### config.mk
export PLATFORM = sky130hd
export DESIGN_NAME = prom_readback_classifier
export DESIGN_NICKNAME = d
export VERILOG_FILES = /design/src/rtl/pcl_pkg.sv /design/src/rtl/pcl_seq.sv /design/src/rtl/pcl_classifier.sv /design/src/rtl/pcl_cnt_bank.sv /design/src/rtl/prom_readback_classifier.sv
export SDC_FILE = /design/constraint.sdc
export NUM_CORES = 1
export LEC_CHECK = 0
export BUFFER_PORTS_ARGS = -buffer_cell sky130_fd_sc_hd__buf_2
export CAP_MARGIN = 20
export CORE_ASPECT_RATIO = 1.75
export CORE_MARGIN = 2
export CORE_UTILIZATION = 30
export DETAILED_ROUTE_END_ITERATION = 8
export SETUP_SLACK_MARGIN = 0.02
export SYNTH_ARGS = -nofsm -noshare
export SYNTH_HDL_FRONTEND = slang
export SYNTH_HIERARCHICAL = 1
export SYNTH_SLANG_ARGS = --single-unit
### constraint.sdc
create_clock -name clk -period 3.8 [get_ports clk]
set_clock_uncertainty 0.15 [all_clocks]
set_input_delay 1.14 -clock clk [delete_from_list [all_inputs] [get_ports clk]]
set_output_delay 1.14 -clock clk [all_outputs]
set_load 0.03 [all_outputs]
### src/rtl/pcl_pkg.sv
package pcl_pkg;
  typedef enum logic [1:0] {ST_IDLE, ST_RST, ST_READ, ST_PWR} seq_st_e;

  localparam int unsigned NUM_CNT  = 8;
  localparam int unsigned IX_RUNS  = 0;
  localparam int unsigned IX_BIT   = 1;
  localparam int unsigned IX_ADDR  = 2;
  localparam int unsigned IX_END   = 3;
  localparam int unsigned IX_S0    = 4;
  localparam int unsigned IX_S1    = 5;
  localparam int unsigned IX_RUNER = 6;
  localparam int unsigned IX_SPARE = 7;
endpackage

### src/rtl/pcl_seq.sv
module pcl_seq
  import pcl_pkg::*;
#(
  parameter int unsigned TIMEOUT = 1 << 20
) (
  input  logic clk,
  input  logic rst_n,
  input  logic run_en,
  input  logic ref_end_n,
  input  logic pwr_done,
  input  logic stuck_evt,
  output logic dev_en,
  output logic dev_rst,
  output logic pwr_req,
  output logic reading,
  output logic pass_end,
  output logic tmo_end
);
  localparam int unsigned TW = $clog2(TIMEOUT) + 1;

  seq_st_e        st_q, st_d;
  logic [TW-1:0]  rd_q, rd_d;
  logic           tmo_hit;

  // Read-cycle counter and state decode
  always_comb begin
    tmo_hit  = (rd_q == TW'(TIMEOUT - 1));
    reading  = (st_q == ST_READ);
    pass_end = reading & (~ref_end_n | tmo_hit);
    tmo_end  = reading & ref_end_n & tmo_hit;
    dev_en   = reading;
    dev_rst  = (st_q == ST_RST);
    pwr_req  = (st_q == ST_PWR);

    st_d = st_q;
    rd_d = rd_q;
    unique case (st_q)
      ST_IDLE: if (run_en) st_d = ST_RST;
      ST_RST: begin
        rd_d = '0;
        st_d = ST_READ;
      end
      ST_READ: begin
        rd_d = rd_q + 1'b1;
        if (pass_end) begin
          if (stuck_evt)   st_d = ST_PWR;
          else if (run_en) st_d = ST_RST;
          else             st_d = ST_IDLE;
        end
      end
      ST_PWR: if (pwr_done) st_d = run_en ? ST_RST : ST_IDLE;
      default: st_d = ST_IDLE;
    endcase
  end

  always_ff @(posedge clk or negedge rst_n) begin
    if (!rst_n) begin
      st_q <= ST_IDLE;
      rd_q <= '0;
    end else begin
      st_q <= st_d;
      rd_q <= rd_d;
    end
  end
endmodule

### src/rtl/pcl_classifier.sv
module pcl_classifier #(
  parameter int unsigned DW = 8
) (
  input  logic          clk,
  input  logic          rst_n,
  input  logic          pass_clr,
  input  logic          reading,
  input  logic          pass_end,
  input  logic [DW-1:0] dut_data,
  input  logic [DW-1:0] ref_data,
  input  logic          dut_end_n,
  input  logic          ref_end_n,
  output logic          inc_bit,
  output logic          inc_addr,
  output logic          inc_end,
  output logic          stuck0,
  output logic          stuck1
);
  logic          live, diff, mis, first_mis, first_be;
  logic          dut_mv, ref_mv, dut_any, ref_any, cand;
  logic [DW-1:0] held;

  logic          mis_seen_q, mis_seen_d, be_seen_q, be_seen_d;
  logic          have_prev_q, have_prev_d;
  logic          dut_mov_q, dut_mov_d, ref_mov_q, ref_mov_d;
  logic [DW-1:0] dut_prev_q, dut_prev_d, ref_prev_q, ref_prev_d;

  always_comb begin
    live      = reading & ref_end_n;
    diff      = (dut_data != ref_data);
    mis       = (dut_end_n != ref_end_n);
    first_mis = reading & mis & ~mis_seen_q;
    inc_addr  = first_mis & live & diff;
    inc_end   = first_mis & ~(live & diff);
    inc_bit   = live & diff & ~mis & ~mis_seen_q;
    first_be  = inc_bit & ~be_seen_q;
    // movement since the previous read; the first bit error restarts the window
    dut_mv    = live & have_prev_q & (dut_data != dut_prev_q) & ~first_be;
    ref_mv    = live & have_prev_q & (ref_data != ref_prev_q) & ~first_be;
    dut_any   = ~first_be & (dut_mov_q | dut_mv);
    ref_any   = ~first_be & (ref_mov_q | ref_mv);
    held      = live ? dut_data : dut_prev_q;
    cand      = pass_end & ref_any & ~dut_any;
    stuck0    = cand & (held == '0);
    stuck1    = cand & (held == '1);

    mis_seen_d  = mis_seen_q;
    be_seen_d   = be_seen_q;
    have_prev_d = have_prev_q;
    dut_mov_d   = dut_mov_q;
    ref_mov_d   = ref_mov_q;
    dut_prev_d  = dut_prev_q;
    ref_prev_d  = ref_prev_q;
    if (pass_clr) begin
      mis_seen_d  = 1'b0;
      be_seen_d   = 1'b0;
      have_prev_d = 1'b0;
      dut_mov_d   = 1'b0;
      ref_mov_d   = 1'b0;
      dut_prev_d  = '0;
      ref_prev_d  = '0;
    end else begin
      if (reading) mis_seen_d = mis_seen_q | first_mis;
      if (live) begin
        dut_prev_d  = dut_data;
        ref_prev_d  = ref_data;
        have_prev_d = 1'b1;
        be_seen_d   = be_seen_q | first_be;
        dut_mov_d   = dut_any;
        ref_mov_d   = ref_any;
      end
    end
  end

  always_ff @(posedge clk or negedge rst_n) begin
    if (!rst_n) begin
      mis_seen_q  <= 1'b0;
      be_seen_q   <= 1'b0;
      have_prev_q <= 1'b0;
      dut_mov_q   <= 1'b0;
      ref_mov_q   <= 1'b0;
      dut_prev_q  <= '0;
      ref_prev_q  <= '0;
    end else begin
      mis_seen_q  <= mis_seen_d;
      be_seen_q   <= be_seen_d;
      have_prev_q <= have_prev_d;
      dut_mov_q   <= dut_mov_d;
      ref_mov_q   <= ref_mov_d;
      dut_prev_q  <= dut_prev_d;
      ref_prev_q  <= ref_prev_d;
    end
  end
endmodule

### src/rtl/pcl_cnt_bank.sv
module pcl_cnt_bank #(
  parameter int unsigned N     = 8,
  parameter int unsigned CNT_W = 32,
  parameter int unsigned AW    = $clog2(N)
) (
  input  logic                     clk,
  input  logic                     rst_n,
  input  logic                     clr,
  input  logic [N-1:0]             inc,
  input  logic [AW-1:0]            rd_addr,
  output logic [CNT_W-1:0]         rd_data,
  output logic [N-1:0][CNT_W-1:0]  cnt
);
  logic [CNT_W-1:0] rd_d;

  for (genvar i = 0; i < N; i++) begin : g_cnt
    logic [CNT_W-1:0] c_d;
    always_comb begin
      c_d = cnt[i];
      if (clr)                        c_d = '0;
      else if (inc[i] && cnt[i] != '1) c_d = cnt[i] + 1'b1;
    end
    always_ff @(posedge clk or negedge rst_n) begin
      if (!rst_n) cnt[i] <= '0;
      else        cnt[i] <= c_d;
    end
  end

  always_comb rd_d = cnt[rd_addr];

  always_ff @(posedge clk or negedge rst_n) begin
    if (!rst_n) rd_data <= '0;
    else        rd_data <= rd_d;
  end
endmodule

### src/rtl/prom_readback_classifier.sv
module prom_readback_classifier
  import pcl_pkg::*;
#(
  parameter int unsigned DW      = 8,
  parameter int unsigned CNT_W   = 32,
  parameter int unsigned TIMEOUT = 1 << 20
) (
  input  logic             clk,
  input  logic             rst_n,
  input  logic             clr,
  input  logic             run_en,
  input  logic [DW-1:0]    dut_data,
  input  logic             dut_end_n,
  input  logic [DW-1:0]    ref_data,
  input  logic             ref_end_n,
  input  logic             pwr_done,
  input  logic [2:0]       rd_addr,
  output logic             dev_en,
  output logic             dev_rst,
  output logic             pwr_req,
  output logic [CNT_W-1:0] rd_data
);
  logic reading, pass_end, tmo_end;
  logic inc_bit, inc_addr, inc_end, stuck0, stuck1;
  logic [NUM_CNT-1:0]            inc_vec;
  logic [NUM_CNT-1:0][CNT_W-1:0] cnt_all;

  pcl_seq #(.TIMEOUT(TIMEOUT)) seq_i (
    .clk(clk), .rst_n(rst_n), .run_en(run_en), .ref_end_n(ref_end_n),
    .pwr_done(pwr_done), .stuck_evt(stuck0 | stuck1),
    .dev_en(dev_en), .dev_rst(dev_rst), .pwr_req(pwr_req),
    .reading(reading), .pass_end(pass_end), .tmo_end(tmo_end)
  );

  pcl_classifier #(.DW(DW)) cls_i (
    .clk(clk), .rst_n(rst_n), .pass_clr(dev_rst), .reading(reading),
    .pass_end(pass_end), .dut_data(dut_data), .ref_data(ref_data),
    .dut_end_n(dut_end_n), .ref_end_n(ref_end_n),
    .inc_bit(inc_bit), .inc_addr(inc_addr), .inc_end(inc_end),
    .stuck0(stuck0), .stuck1(stuck1)
  );

  always_comb begin
    inc_vec           = '0;
    inc_vec[IX_RUNS]  = pass_end;
    inc_vec[IX_BIT]   = inc_bit;
    inc_vec[IX_ADDR]  = inc_addr;
    inc_vec[IX_END]   = inc_end;
    inc_vec[IX_S0]    = stuck0;
    inc_vec[IX_S1]    = stuck1;
    inc_vec[IX_RUNER] = stuck0 | stuck1 | tmo_end;
    inc_vec[IX_SPARE] = 1'b0;
  end

  pcl_cnt_bank #(.N(NUM_CNT), .CNT_W(CNT_W), .AW(3)) bank_i (
    .clk(clk), .rst_n(rst_n), .clr(clr), .inc(inc_vec),
    .rd_addr(rd_addr), .rd_data(rd_data), .cnt(cnt_all)
  );
endmodule

==> flow_metrics.py, run 1 <==
metrics = {
    "timing": {
        "slew-limit-headroom": 0.02161,
        "finalHoldWorstSlack_ns": 0.3671,
        "report.final.slew_viol_count": 0,
        "timing.final.setup_violations": 0,
        "setup_total_negative_slack_ns": 0,
        "rsz0062_at_grt": "no",
        "final-hold-violation-count": 0,
        "timing_worst_slew_pin_value_ns": 1.455,
        "timing.final.crit_period_ns": 3.635,
        "finalCritPeriodShare": 0.9566,
        "max_clock_freq_mhz": 275.1,
    },
    "detailed_routing": {
        "dr_total_vias": 17330,
        "dr_wl_met3_um": 2225,
        "first_iter_violations": 1128,
        "detailroute.wirelength.met2_um": 33330,
        "route.detailed.wl_per_inst_um": 21.04,
        "detail_route.first_pass.iterations": 7,
        "highest_routing_layer_actually_used": "met4",
        "route.layer.met1.wl_um": 21390,
        "route.antenna.remaining_nets": 0,
        "drt-vias-per-instance": 5.868,
        "finalWirelength_um": 62140,
        "drt_drc_violations_left": 0,
    },
    "critical_path": {
        "reg2reg_slack_ns": 0.16,
        "worst-setup-path-type": "flip-flop to flip-flop",
        "crit_family": "simple AND/OR/NAND/NOR gates",
        "startpoint_class": "flip-flop",
        "critical_path_required_ns": 4.14,
        "worst_path_max_delay_cell": "sky130_fd_sc_hd__or4_4",
        "worstSetupEndpointType": "flip-flop",
        "crit_path_cell_trace": "and4_1 -> nand4_1 -> or4_4 -> a21oi_4 -> o41ai_2 -> nor3_2 -> or3_4 -> nand3_2 -> or4_1 -> buf_4 -> nor4_4 -> xnor2_1 -> nor2_1",
        "crit_fanout": 8,
        "cp_num_buf_inv": 1,
        "cp_data_arrival_time_ns": 3.97,
        "cp_slowest_stage_delay_ns": 0.55,
    },
    "cts": {
        "worst_setup_hold_path_clk_slew_ns": 0.07,
        "tritoncts": "built",
        "cts_made_buffers": 31,
        "insertion_delay_ns": 0.62,
        "htreeDepth": 1,
        "tritoncts_num_sinks": 332,
        "cts_hold_buf": 0,
        "longest_clk_path_bufs": 3,
        "cts_root_buf": "sky130_fd_sc_hd__clkbuf_16",
    },
    "final_layout": {
        "drive_above_1_share": 0.1859,
        "finish.net_count": 2156,
        "n_antenna_cell": 0,
        "area_growth_pct": 15.99,
        "regArea_um2": 8308,
        "layout.core_utilization": 0.3517,
        "final.fill_count": 6315,
        "multi_input_area_um2": 10700,
    },
    "synthesis": {
        "yosysWarnings": 6,
        "synth-edff-count": 0,
        "synth_compound_gate_area_share": 0.1398,
        "synth_top_cell_by_area": "sky130_fd_sc_hd__dfrtp_1",
        "synth_async_sr_flop_share": 1.000,
        "share_of_the_yosys_chip_area_belonging_to_registers": 0.4269,
        "synth_top_family_by_area": "simple AND/OR/NAND/NOR gates",
        "ys_top_cells_by_area": "sky130_fd_sc_hd__dfrtp_1 43%, sky130_fd_sc_hd__mux4_2 7.3%, sky130_fd_sc_hd__a21oi_1 4.6%, sky130_fd_sc_hd__or3_1 3.5%, sky130_fd_sc_hd__nand4_1 3.0%",
        "mappedNetlistArea_um2": 19460,
        "synth.distinct_cells": 85,
        "ys_ff_latch": 332,
        "post-synth-top-area-fraction": 0.4269,
        "synthMostInstantiatedCell": "sky130_fd_sc_hd__dfrtp_1",
        "synthMuxAreaShare": 0.1065,
        "synth_simple_gate_area_share": 0.2442,
        "syn_inst": 1999,
        "synth_top_cells_by_count": "332 x sky130_fd_sc_hd__dfrtp_1, 179 x sky130_fd_sc_hd__a21oi_1, 153 x sky130_fd_sc_hd__nand2_1, 133 x sky130_fd_sc_hd__nor2_1",
        "synth.avg_cell_area_um2": 9.735,
        "synth-xor-area-share": 0.04276,
        "ys_dominant_reg_cell": "sky130_fd_sc_hd__dfrtp_1",
        "synth-adder-area-share": 0.009001,
    },
    "die": {
        "die-width_um": 196.5,
        "design.core.area_um2": 64180,
        "die_y_um": 340.9,
        "floorplan.initialDensity": 0.3032,
        "num_io_pins": 61,
        "fp.dieArea_um2": 67000,
        "rows": 123,
    },
    "global_routing": {
        "grt_start_max_net_pins": 80,
        "antenna_violations_before_repair": 0,
        "grt_first_pass_wirelength_um": 96710,
        "global_route.overflow_total": 0,
        "first_global_vias": 17690,
        "groute.usage.overall": 0.1831,
    },
    "run": {
        "cap_viol_max_count": 0,
    },
    "placed_design": {
        "gp_routability_congestion": 0.9287,
        "port_buffers": 60,
        "place.detailed.hpwl_um": 46660,
    },
    "min_path": {
        "holdCritPathClass": "input pin to async pin",
    },
    "power": {
        "static-leakage-power_nw": 8.635,
        "pwr_density_cell_nw_per_um2": 364.6,
        "vdd_ir_max_mv": 0.3314,
    },
    "run_status": {
        "outcome": "finished clean",
    },
}
==> cells in the final DEF (no fill, tap or decap), types with 46 or more instances in the layout <==
cell type and n:
sky130_fd_sc_hd__or4_1 65, sky130_fd_sc_hd__xnor2_1 49, sky130_fd_sc_hd__mux4_2 63, sky130_fd_sc_hd__buf_4 109, sky130_fd_sc_hd__xor2_1 46, sky130_fd_sc_hd__a21oi_1 179
sky130_fd_sc_hd__nand2_1 153, sky130_fd_sc_hd__nand4_1 94, sky130_fd_sc_hd__o21ai_0 110, sky130_fd_sc_hd__dfrtp_1 332, sky130_fd_sc_hd__o31ai_1 59, sky130_fd_sc_hd__nand3_1 96
sky130_fd_sc_hd__or3_1 109, sky130_fd_sc_hd__buf_2 58, sky130_fd_sc_hd__nor2_1 133
==> where the power goes <==
group / total, mW / leakage, nW / switching (mW) / internal [mW]
logic: 1.04 / 3.48 / 0.666 / 0.375
registers: 3.74 / 4.63 / 0.106 / 3.63
clock network: 3.45 / 0.523 / 1.50 / 1.95
total: 8.23 / 8.64 / 2.27 / 5.96
==> path summary, 6_finish.rpt <==
check | from | endpoint | depth (start not counted)
setup reg to reg | seq_i/rd_q[6] | bank_i/cnt[220] | 13
setup / recovery | seq_i/rd_q[6] | bank_i/cnt[220] | 13
hold reg to reg | cls_i/have_prev_q | cls_i/have_prev_q | 2
hold / removal | rst_n | seq_i/rd_q[7] | 1
max in group asynchronous | rst_n | bank_i/cnt[159] | 2
min in group clk | cls_i/have_prev_q | cls_i/have_prev_q | 2
==> cell families after synthesis <==
kind of cell	after synthesis
AOI/OAI and AO/OA	444
DFF	332
other	1
and+or+nand+nor	853
buffers and inverters	139
muxes	121
xor gates and xnor gates	95
adders and majority gates	14
==> metal layers <==
layer / track usage / vias up
met3: 0.01522 / 208
met1: 0.1796 / 8731
met5: 0 / -
met2: 0.3504 / 515
met4: 0.1422 / 0
li1: - / 7874
==> flip-flops by register name (all words and copies together), names as in the netlist <==
name               cells
cls_i/mis_seen_q       1
cls_i/be_seen_q        1
bank_i/rd_data        32
cls_i/have_prev_q      1
cls_i/ref_prev_q       8
cls_i/dut_prev_q       8
bank_i/cnt           256
seq_i/rd_q            21
cls_i/dut_mov_q        1
cls_i/ref_mov_q        1
seq_i/st_q             2
==> through the flow <==
stage | setup WS [ns] | cells | power (mW) | cell area [µm²]
2_1_floorplan | 0.008590 | 2006 | 4.441 | 19530
3_3_place_gp | -0.4861 | 2893 | 4.820 | 21400
3_5_place_dp | -0.5159 | 2893 | 4.852 | 21400
4_1_cts | 0.03592 | 2951 | 8.301 | 22500
5_1_grt | 0.03038 | 2953 | 8.534 | 22570
6_report | 0.1650 | 2953 | 8.230 | 22570
==> final cells by class <==
| cell class | instances | share of cell area |
|---|---|---|
| clock buffers | 44 | 0.03875 |
| clock inverters | 14 | 0.009479 |
| inverters | 38 | 0.006319 |
| multi-input cells | 1535 | 0.4740 |
| flip-flops and latches | 332 | 0.3681 |
| well taps | 812 | 0.04501 |
| repair buffers | 178 | 0.05837 |
==> worst register-to-register path: cells and delay by family, from the launching register on <==
kind,cells,cell delay [ns]
buffers and inverters,1,0.20
DFF,1,0.37
and+or+nand+nor,9,2.27
xor gates and xnor gates,1,0.16
AOI/OAI and AO/OA,2,0.34
==> what timing repair did <==
action                                 in CTS  in global routing
endpoints found under the hold margin       0                  0
setup endpoints to repair                   4                 26
gates resized for setup                     2                 10
buffers inserted                            0                  1
pin swaps                                   1                  3
No activity file was read; power rests on OpenSTA's default activity.
==> inputs of run 2 (changes only) <==
ABC_AREA = 1   (was default)
TNS_END_PERCENT = 10   (was default)
==> run 2 against run 1 <==
  * First-iteration DRC count rose by 38%
  * Critical path type unchanged
  * Highest routed layer is now met5
  * Worst setup slack improved by 0.44 ns
  * Sequential share of layout area fell by 4.6 points
==> flow_metrics.py, run 2 <==
metrics = {
    "global_routing": {
        "groute.usage.overall": 0.2033,
        "grt_start_max_net_pins": 79,
        "first_global_vias": 22270,
        "antenna_violations_before_repair": 2,
        "global_route.overflow_total": 0,
        "grt_first_pass_wirelength_um": 123800,
    },
    "synthesis": {
        "synth.avg_cell_area_um2": 6.504,
        "synth_async_sr_flop_share": 1.000,
        "post-synth-top-area-fraction": 0.3618,
        "synth_top_cell_by_area": "sky130_fd_sc_hd__dfrtp_1",
        "ys_top_cells_by_area": "sky130_fd_sc_hd__dfrtp_1 36%, sky130_fd_sc_hd__nand2_1 19%, sky130_fd_sc_hd__nor2_1 9.8%, sky130_fd_sc_hd__inv_1 5.3%, sky130_fd_sc_hd__nand3_1 5.1%",
        "share_of_the_yosys_chip_area_belonging_to_registers": 0.3618,
        "syn_inst": 3531,
        "ys_dominant_reg_cell": "sky130_fd_sc_hd__dfrtp_1",
        "mappedNetlistArea_um2": 22960,
        "synth_top_cells_by_count": "1,155 x sky130_fd_sc_hd__nand2_1, 597 x sky130_fd_sc_hd__nor2_1, 332 x sky130_fd_sc_hd__dfrtp_1, 326 x sky130_fd_sc_hd__inv_1, 232 x sky130_fd_sc_hd__nand3_1",
        "ys_ff_latch": 332,
        "synth.distinct_cells": 50,
        "yosysWarnings": 6,
        "synthMostInstantiatedCell": "sky130_fd_sc_hd__nand2_1",
        "synth-edff-count": 0,
    },
    "critical_path": {
        "worstSetupEndpointType": "flip-flop",
        "cp_slowest_stage_delay_ns": 0.43,
        "crit_start": "seq_i/st_q[0]",
        "critical_path_required_ns": 4.11,
        "worst_path_max_delay_cell": "sky130_fd_sc_hd__dfrtp_1",
        "crit_family": "simple AND/OR/NAND/NOR gates",
        "reg2reg_slack_ns": 0.60,
        "path_common_cell": "sky130_fd_sc_hd__nand2_1",
        "crit_path_cell_trace": "inv_1 -> ha_1 -> nand2_2 -> buf_4 -> nand2_1 -> o21ai_2 -> nand2_1 -> nor3_2 -> nand4_1 -> nor3_2 -> nor2_2 -> nand2_1 -> buf_4 -> nand2_4 -> nand2_4 -> inv_6 -> nand2_1 -> nand2_1",
        "worst-r2r-cell-count": 18,
        "cp_data_arrival_time_ns": 3.50,
        "crit_fanout": 18,
        "timing.rr.start": "seq_i/st_q[0]",
        "cp_num_buf_inv": 4,
        "startpoint_class": "flip-flop",
        "worstReg2RegEnd": "bank_i/cnt[209]",
        "worst-setup-path-type": "flip-flop to flip-flop",
    },
    "detailed_routing": {
        "route.detailed.wl_per_inst_um": 17.18,
        "detail_route.first_pass.iterations": 5,
        "finalWirelength_um": 79610,
        "drt-vias-per-instance": 4.928,
        "dr_total_vias": 22840,
        "drt_drc_violations_left": 0,
        "first_iter_violations": 1559,
        "route.antenna.remaining_nets": 0,
    },
    "timing": {
        "timing.final.crit_period_ns": 3.196,
        "report.final.slew_viol_count": 0,
        "slew-limit-headroom": 0.3056,
        "final-hold-violation-count": 0,
        "timing.final.setup_violations": 0,
        "finalCritPeriodShare": 0.8409,
        "timing_worst_slew_pin_value_ns": 1.031,
        "max_clock_freq_mhz": 312.9,
        "rsz0062_at_grt": "no",
        "setup_total_negative_slack_ns": 0,
    },
    "die": {
        "num_io_pins": 61,
        "design.core.area_um2": 76120,
        "die-width_um": 213.1,
        "floorplan.initialDensity": 0.3017,
        "rows": 134,
        "fp.dieArea_um2": 78860,
        "die_y_um": 370.0,
    },
    "final_layout": {
        "n_antenna_cell": 0,
        "largest_register_ffs": 256,
        "drive_above_1_share": 0.09433,
        "biggestRegsByFlops": "bank_i/cnt: 256 flops, bank_i/rd_data: 32 flops, seq_i/rd_q: 21 flops",
        "final.fill_count": 8406,
        "commonest_cells_after_routing_fill_and_taps_aside": "1,155 x sky130_fd_sc_hd__nand2_1, 597 x sky130_fd_sc_hd__nor2_1, 332 x sky130_fd_sc_hd__dfrtp_1",
        "registers.top_by_ff_count": "bank_i/cnt",
        "layout.cells.most_common": "sky130_fd_sc_hd__nand2_1",
        "stdcell_count": 4635,
        "area_growth_pct": 12.16,
        "finish.net_count": 3630,
    },
    "power": {
        "static-leakage-power_nw": 11.68,
        "p_switching_mw": 2.823,
        "p_comb_frac": 0.172,
        "power_mw": 8.893,
        "p_int_mw": 6.071,
        "vdd_ir_max_mv": 0.3164,
        "switching_share": 0.3174,
        "share_clk_of_total_power": 0.404,
        "pwr_density_cell_nw_per_um2": 345.3,
        "p_seq_frac": 0.424,
    },
    "cts": {
        "tritoncts": "built",
        "cts_made_buffers": 35,
        "htreeDepth": 2,
        "cts_root_buf": "sky130_fd_sc_hd__clkbuf_16",
        "tritoncts_num_sinks": 332,
        "insertion_delay_ns": 0.57,
        "post_cts_sizing": 0,
        "worst_setup_hold_path_clk_slew_ns": 0.07,
        "cts_setup_buffers": 0,
        "cts_hold_buf": 0,
        "longest_clk_path_bufs": 3,
    },
    "min_path": {
        "hold-path-endpoint": "seq_i/rd_q[9]",
        "hp-start": "seq_i/rd_q[9]",
        "worstHoldPathCells": 1,
        "holdCritPathClass": "flip-flop to flip-flop",
    },
    "placed_design": {
        "port_buffers": 60,
        "dpl.cell_count": 4573,
        "gp_routability_congestion": 0.9585,
        "place.detailed.hpwl_um": 61790,
    },
    "run_status": {
        "outcome": "finished clean",
    },
    "run": {
        "cap_viol_max_count": 0,
    },
}
[run 2: power by group through the flow]
stage               Sequential (mW)  Clock [mW]  Combinational [mW]
floorplan                      3.87           0               0.955
global placement               3.83           0                1.53
detailed placement             3.83           0                1.54
CTS                            3.77        3.69                1.54
global route                   3.78        3.81                1.69
finish                         3.77        3.60                1.53
[run 2: how the worst max path moves through the flow]
stage,to,slack (ns),cells past startpoint
3_3_place_gp,bank_i/cnt[218],0.13,18
5_1_grt,bank_i/cnt[217],0.19,20
4_1_cts,bank_i/cnt[209],0.54,15
2_1_floorplan,bank_i/cnt[206],0.46,17
6_report,bank_i/cnt[209],0.60,18
3_5_place_dp,bank_i/cnt[222],0.06,17
[run 2: worst register-to-register path: stages, from the launching register on]
cell and delay, ns:
sky130_fd_sc_hd__dfrtp_1 0.43, sky130_fd_sc_hd__inv_1 0.11, sky130_fd_sc_hd__ha_1 0.24, sky130_fd_sc_hd__nand2_2 0.15, sky130_fd_sc_hd__buf_4 0.22, sky130_fd_sc_hd__nand2_1 0.09
sky130_fd_sc_hd__o21ai_2 0.09, sky130_fd_sc_hd__nand2_1 0.09, sky130_fd_sc_hd__nor3_2 0.11, sky130_fd_sc_hd__nand4_1 0.11, sky130_fd_sc_hd__nor3_2 0.23, sky130_fd_sc_hd__nor2_2 0.06
sky130_fd_sc_hd__nand2_1 0.31, sky130_fd_sc_hd__buf_4 0.21, sky130_fd_sc_hd__nand2_4 0.08, sky130_fd_sc_hd__nand2_4 0.18, sky130_fd_sc_hd__inv_6 0.11, sky130_fd_sc_hd__nand2_1 0.08
sky130_fd_sc_hd__nand2_1 0.06
[run 2: per-stage QoR]
stage          setup slack [ns]  utilization  hold slack, ns  cell area [µm²]
3_3_place_gp             0.1333       0.3233          0.3327            24610
2_1_floorplan            0.4630            -          0.3042            22980
4_1_cts                  0.5441       0.3384          0.3484            25760
6_report                 0.6044       0.3384          0.3474            25760
5_1_grt                  0.1896       0.3384          0.3897            25760
3_5_place_dp            0.05870       0.3233          0.3390            24610
[run 2: area by class of cell]
cell class / count / area (µm²) / share of cell area
Inverter: 343 / 1326 / 0.05149
Sequential cell: 332 / 8308 / 0.3226
Multi-Input combinational cell: 2755 / 12780 / 0.4961
Clock inverter: 14 / 116.4 / 0.004518
Timing Repair Buffer: 123 / 923.4 / 0.03585
Clock buffer: 48 / 1027 / 0.03988
Tap cell: 1020 / 1276 / 0.04955
[run 2: kinds of logic after synthesis]
family / share of synthesized area
AOI/OAI and AO/OA: 0.09731
xor gates and xnor gates: 0.03242
adders and majority gates: 0.007628
buffers and inverters: 0.08227
DFF: 0.3618
other: 0.0001633
and+or+nand+nor: 0.4184
[run 2: routing by layer]
layer	vias to the layer above	track usage	routed length, µm
li1	11310	-	-
met1	10620	0.2121	29380
met2	647	0.3648	39920
met3	263	0.02280	2975
met4	4	0.1645	7308
met5	-	0	24
==> inputs of run 3 (changes only) <==
ABC_AREA = 0   (was 1)
clock period = 3.3 ns   (was 3.8 ns; I/O delays follow)
==> run 3 against run 2 <==
  * The run now ends with max-slew violations, negative setup slack left
  * Die area shrank 15%
  * Flip-flop and latch count is the same
  * Critical path depth shrank 4
  * Maximum frequency shrank 9.6%
  * Power grew 7.8%
  * Critical path type unchanged
==> flow_metrics.py, run 3 (synthesized netlist as in run 1, its figures left out) <==
metrics = {
    "run_status": {
        "outcome": "complete, but fails checks",
        "violations": "max-slew violations, negative setup slack",
    },
    "global_routing": {
        "groute.usage.overall": 0.1835,
        "antenna_violations_before_repair": 0,
        "global_route.overflow_total": 0,
        "grt_first_pass_wirelength_um": 97690,
        "first_global_vias": 18080,
        "grt_start_max_net_pins": 68,
    },
    "power": {
        "static-leakage-power_nw": 9.005,
        "vdd_ir_max_mv": 0.3354,
        "power_mw": 9.583,
        "pwr_density_cell_nw_per_um2": 409.8,
    },
    "final_layout": {
        "largest_register_ffs": 256,
        "final.fill_count": 6225,
        "registers.top_by_ff_count": "bank_i/cnt",
        "n_antenna_cell": 0,
        "drive_above_1_share": 0.2262,
        "biggestRegsByFlops": "bank_i/cnt: 256 flops, bank_i/rd_data: 32 flops, seq_i/rd_q: 21 flops",
        "finish.net_count": 2205,
        "layout.cells.most_common": "sky130_fd_sc_hd__dfrtp_1",
        "stdcell_count": 3000,
        "commonest_cells_after_routing_fill_and_taps_aside": "332 x sky130_fd_sc_hd__dfrtp_1, 173 x sky130_fd_sc_hd__a21oi_1, 151 x sky130_fd_sc_hd__nand2_1",
        "area_growth_pct": 20.16,
    },
    "timing": {
        "timing.final.crit_period_ns": 3.534,
        "final-hold-violation-count": 0,
        "final_critical_path_setup_slack_ns": -0.2337,
        "slew-limit-headroom": -0.005839,
        "timing.final.setup_violations": 53,
        "max_clock_freq_mhz": 283.0,
        "report.final.slew_viol_count": 1,
        "finalCritPeriodShare": 1.071,
        "rsz0062_at_grt": "yes",
        "timing_worst_slew_pin_value_ns": 1.496,
    },
    "critical_path": {
        "cp_data_arrival_time_ns": 3.84,
        "crit_fanout": 6,
        "timing.rr.start": "seq_i/rd_q[5]",
        "worstSetupEndpointType": "flip-flop",
        "reg2reg_slack_ns": -0.23,
        "worst-r2r-cell-count": 14,
        "critical_path_required_ns": 3.61,
        "worst-setup-path-type": "flip-flop to flip-flop",
        "startpoint_class": "flip-flop",
        "worstReg2RegEnd": "bank_i/cnt[151]",
    },
    "run": {
        "cap_viol_max_count": 0,
    },
    "cts": {
        "cts_made_buffers": 31,
        "cts_hold_buf": 0,
        "longest_clk_path_bufs": 3,
        "tritoncts_num_sinks": 332,
        "worst_setup_hold_path_clk_slew_ns": 0.07,
        "tritoncts": "built",
        "cts_root_buf": "sky130_fd_sc_hd__clkbuf_16",
        "insertion_delay_ns": 0.62,
        "htreeDepth": 1,
    },
    "placed_design": {
        "port_buffers": 60,
        "dpl.cell_count": 2933,
        "place.detailed.hpwl_um": 46640,
        "dpl_worst_slack_ns": -0.7717,
        "gp_routability_congestion": 0.9284,
    },
    "detailed_routing": {
        "route.detailed.wl_per_inst_um": 20.72,
        "drt_drc_violations_left": 0,
        "finalWirelength_um": 62150,
        "dr_total_vias": 17460,
        "first_iter_violations": 1097,
        "drt-vias-per-instance": 5.821,
        "route.antenna.remaining_nets": 0,
        "detail_route.first_pass.iterations": 7,
    },
    "die": {
        "num_io_pins": 61,
        "rows": 123,
        "floorplan.initialDensity": 0.3032,
        "design.core.area_um2": 64180,
        "die-width_um": 196.5,
        "die_y_um": 340.9,
        "fp.dieArea_um2": 67000,
    },
    "min_path": {
        "holdCritPathClass": "input pin to async pin",
    },
}
[run 3: critical path, cell delays in order (launching register included)]
cell	delay, ns
sky130_fd_sc_hd__dfrtp_1	0.35
sky130_fd_sc_hd__and4_4	0.24
sky130_fd_sc_hd__nand4_1	0.12
sky130_fd_sc_hd__or4_4	0.56
sky130_fd_sc_hd__a21oi_4	0.22
sky130_fd_sc_hd__o41ai_4	0.13
sky130_fd_sc_hd__a211oi_4	0.27
sky130_fd_sc_hd__buf_6	0.16
sky130_fd_sc_hd__nand4_1	0.12
sky130_fd_sc_hd__buf_6	0.17
sky130_fd_sc_hd__a311o_2	0.42
sky130_fd_sc_hd__buf_6	0.15
sky130_fd_sc_hd__buf_6	0.11
sky130_fd_sc_hd__o21ai_2	0.11
sky130_fd_sc_hd__a21oi_1	0.08
[run 3: through the flow]
| step | area [µm²] | setup TNS (ns) | util | hold slack, ns |
|---|---|---|---|---|
| 2_1_floorplan | 19580 | -3.758 | - | 0.3161 |
| 3_3_place_gp | 21790 | -53.13 | 0.3396 | 0.3322 |
| 3_5_place_dp | 21790 | -55.36 | 0.3396 | 0.3388 |
| 4_1_cts | 23140 | -4.046 | 0.3606 | 0.1722 |
| 5_1_grt | 23380 | -13.97 | 0.3644 | 0.1878 |
| 6_report | 23380 | -6.375 | 0.3644 | 0.1605 |
[run 3: cell type report]
cell class / instances / area (µm²) / share of cell area
clock buffer: 39 / 855.8 / 0.03660
inverter: 38 / 142.6 / 0.006100
clock inverter: 17 / 246.5 / 0.01054
tap: 812 / 1016 / 0.04345
sequential: 332 / 8308 / 0.3553
multi-input combinational: 1535 / 11010 / 0.4710
timing repair buffer: 227 / 1800 / 0.07700
[run 3: worst max-delay path by stage]
stage | start | end | cells after the start
2_1_floorplan | dut_data[3] | bank_i/cnt[213] | 11
3_3_place_gp | dut_data[3] | bank_i/cnt[217] | 12
3_5_place_dp | dut_data[3] | bank_i/cnt[217] | 12
4_1_cts | seq_i/rd_q[7] | bank_i/cnt[213] | 13
5_1_grt | seq_i/rd_q[5] | bank_i/cnt[151] | 14
6_report | seq_i/rd_q[5] | bank_i/cnt[151] | 14
[run 3: power breakdown]
part | switching (mW) | internal [mW] | total [mW]
combinational | 0.791 | 0.483 | 1.27
sequential | 0.116 | 4.18 | 4.30
clock | 1.71 | 2.30 | 4.01
total | 2.62 | 6.97 | 9.58
[run 3: timing repair]
action,in CTS,in global routing
pin swaps,29,37
resized for setup,31,54
setup buffers,10,2
endpoints found under the setup margin,67,106
endpoints found under the hold margin,0,0
[run 3: layer usage]
metal,share of wire,GRT usage
met4,0.074,0.1237
met1,0.35,0.1825
met5,0,0
met3,0.034,0.01463
met2,0.55,0.3576
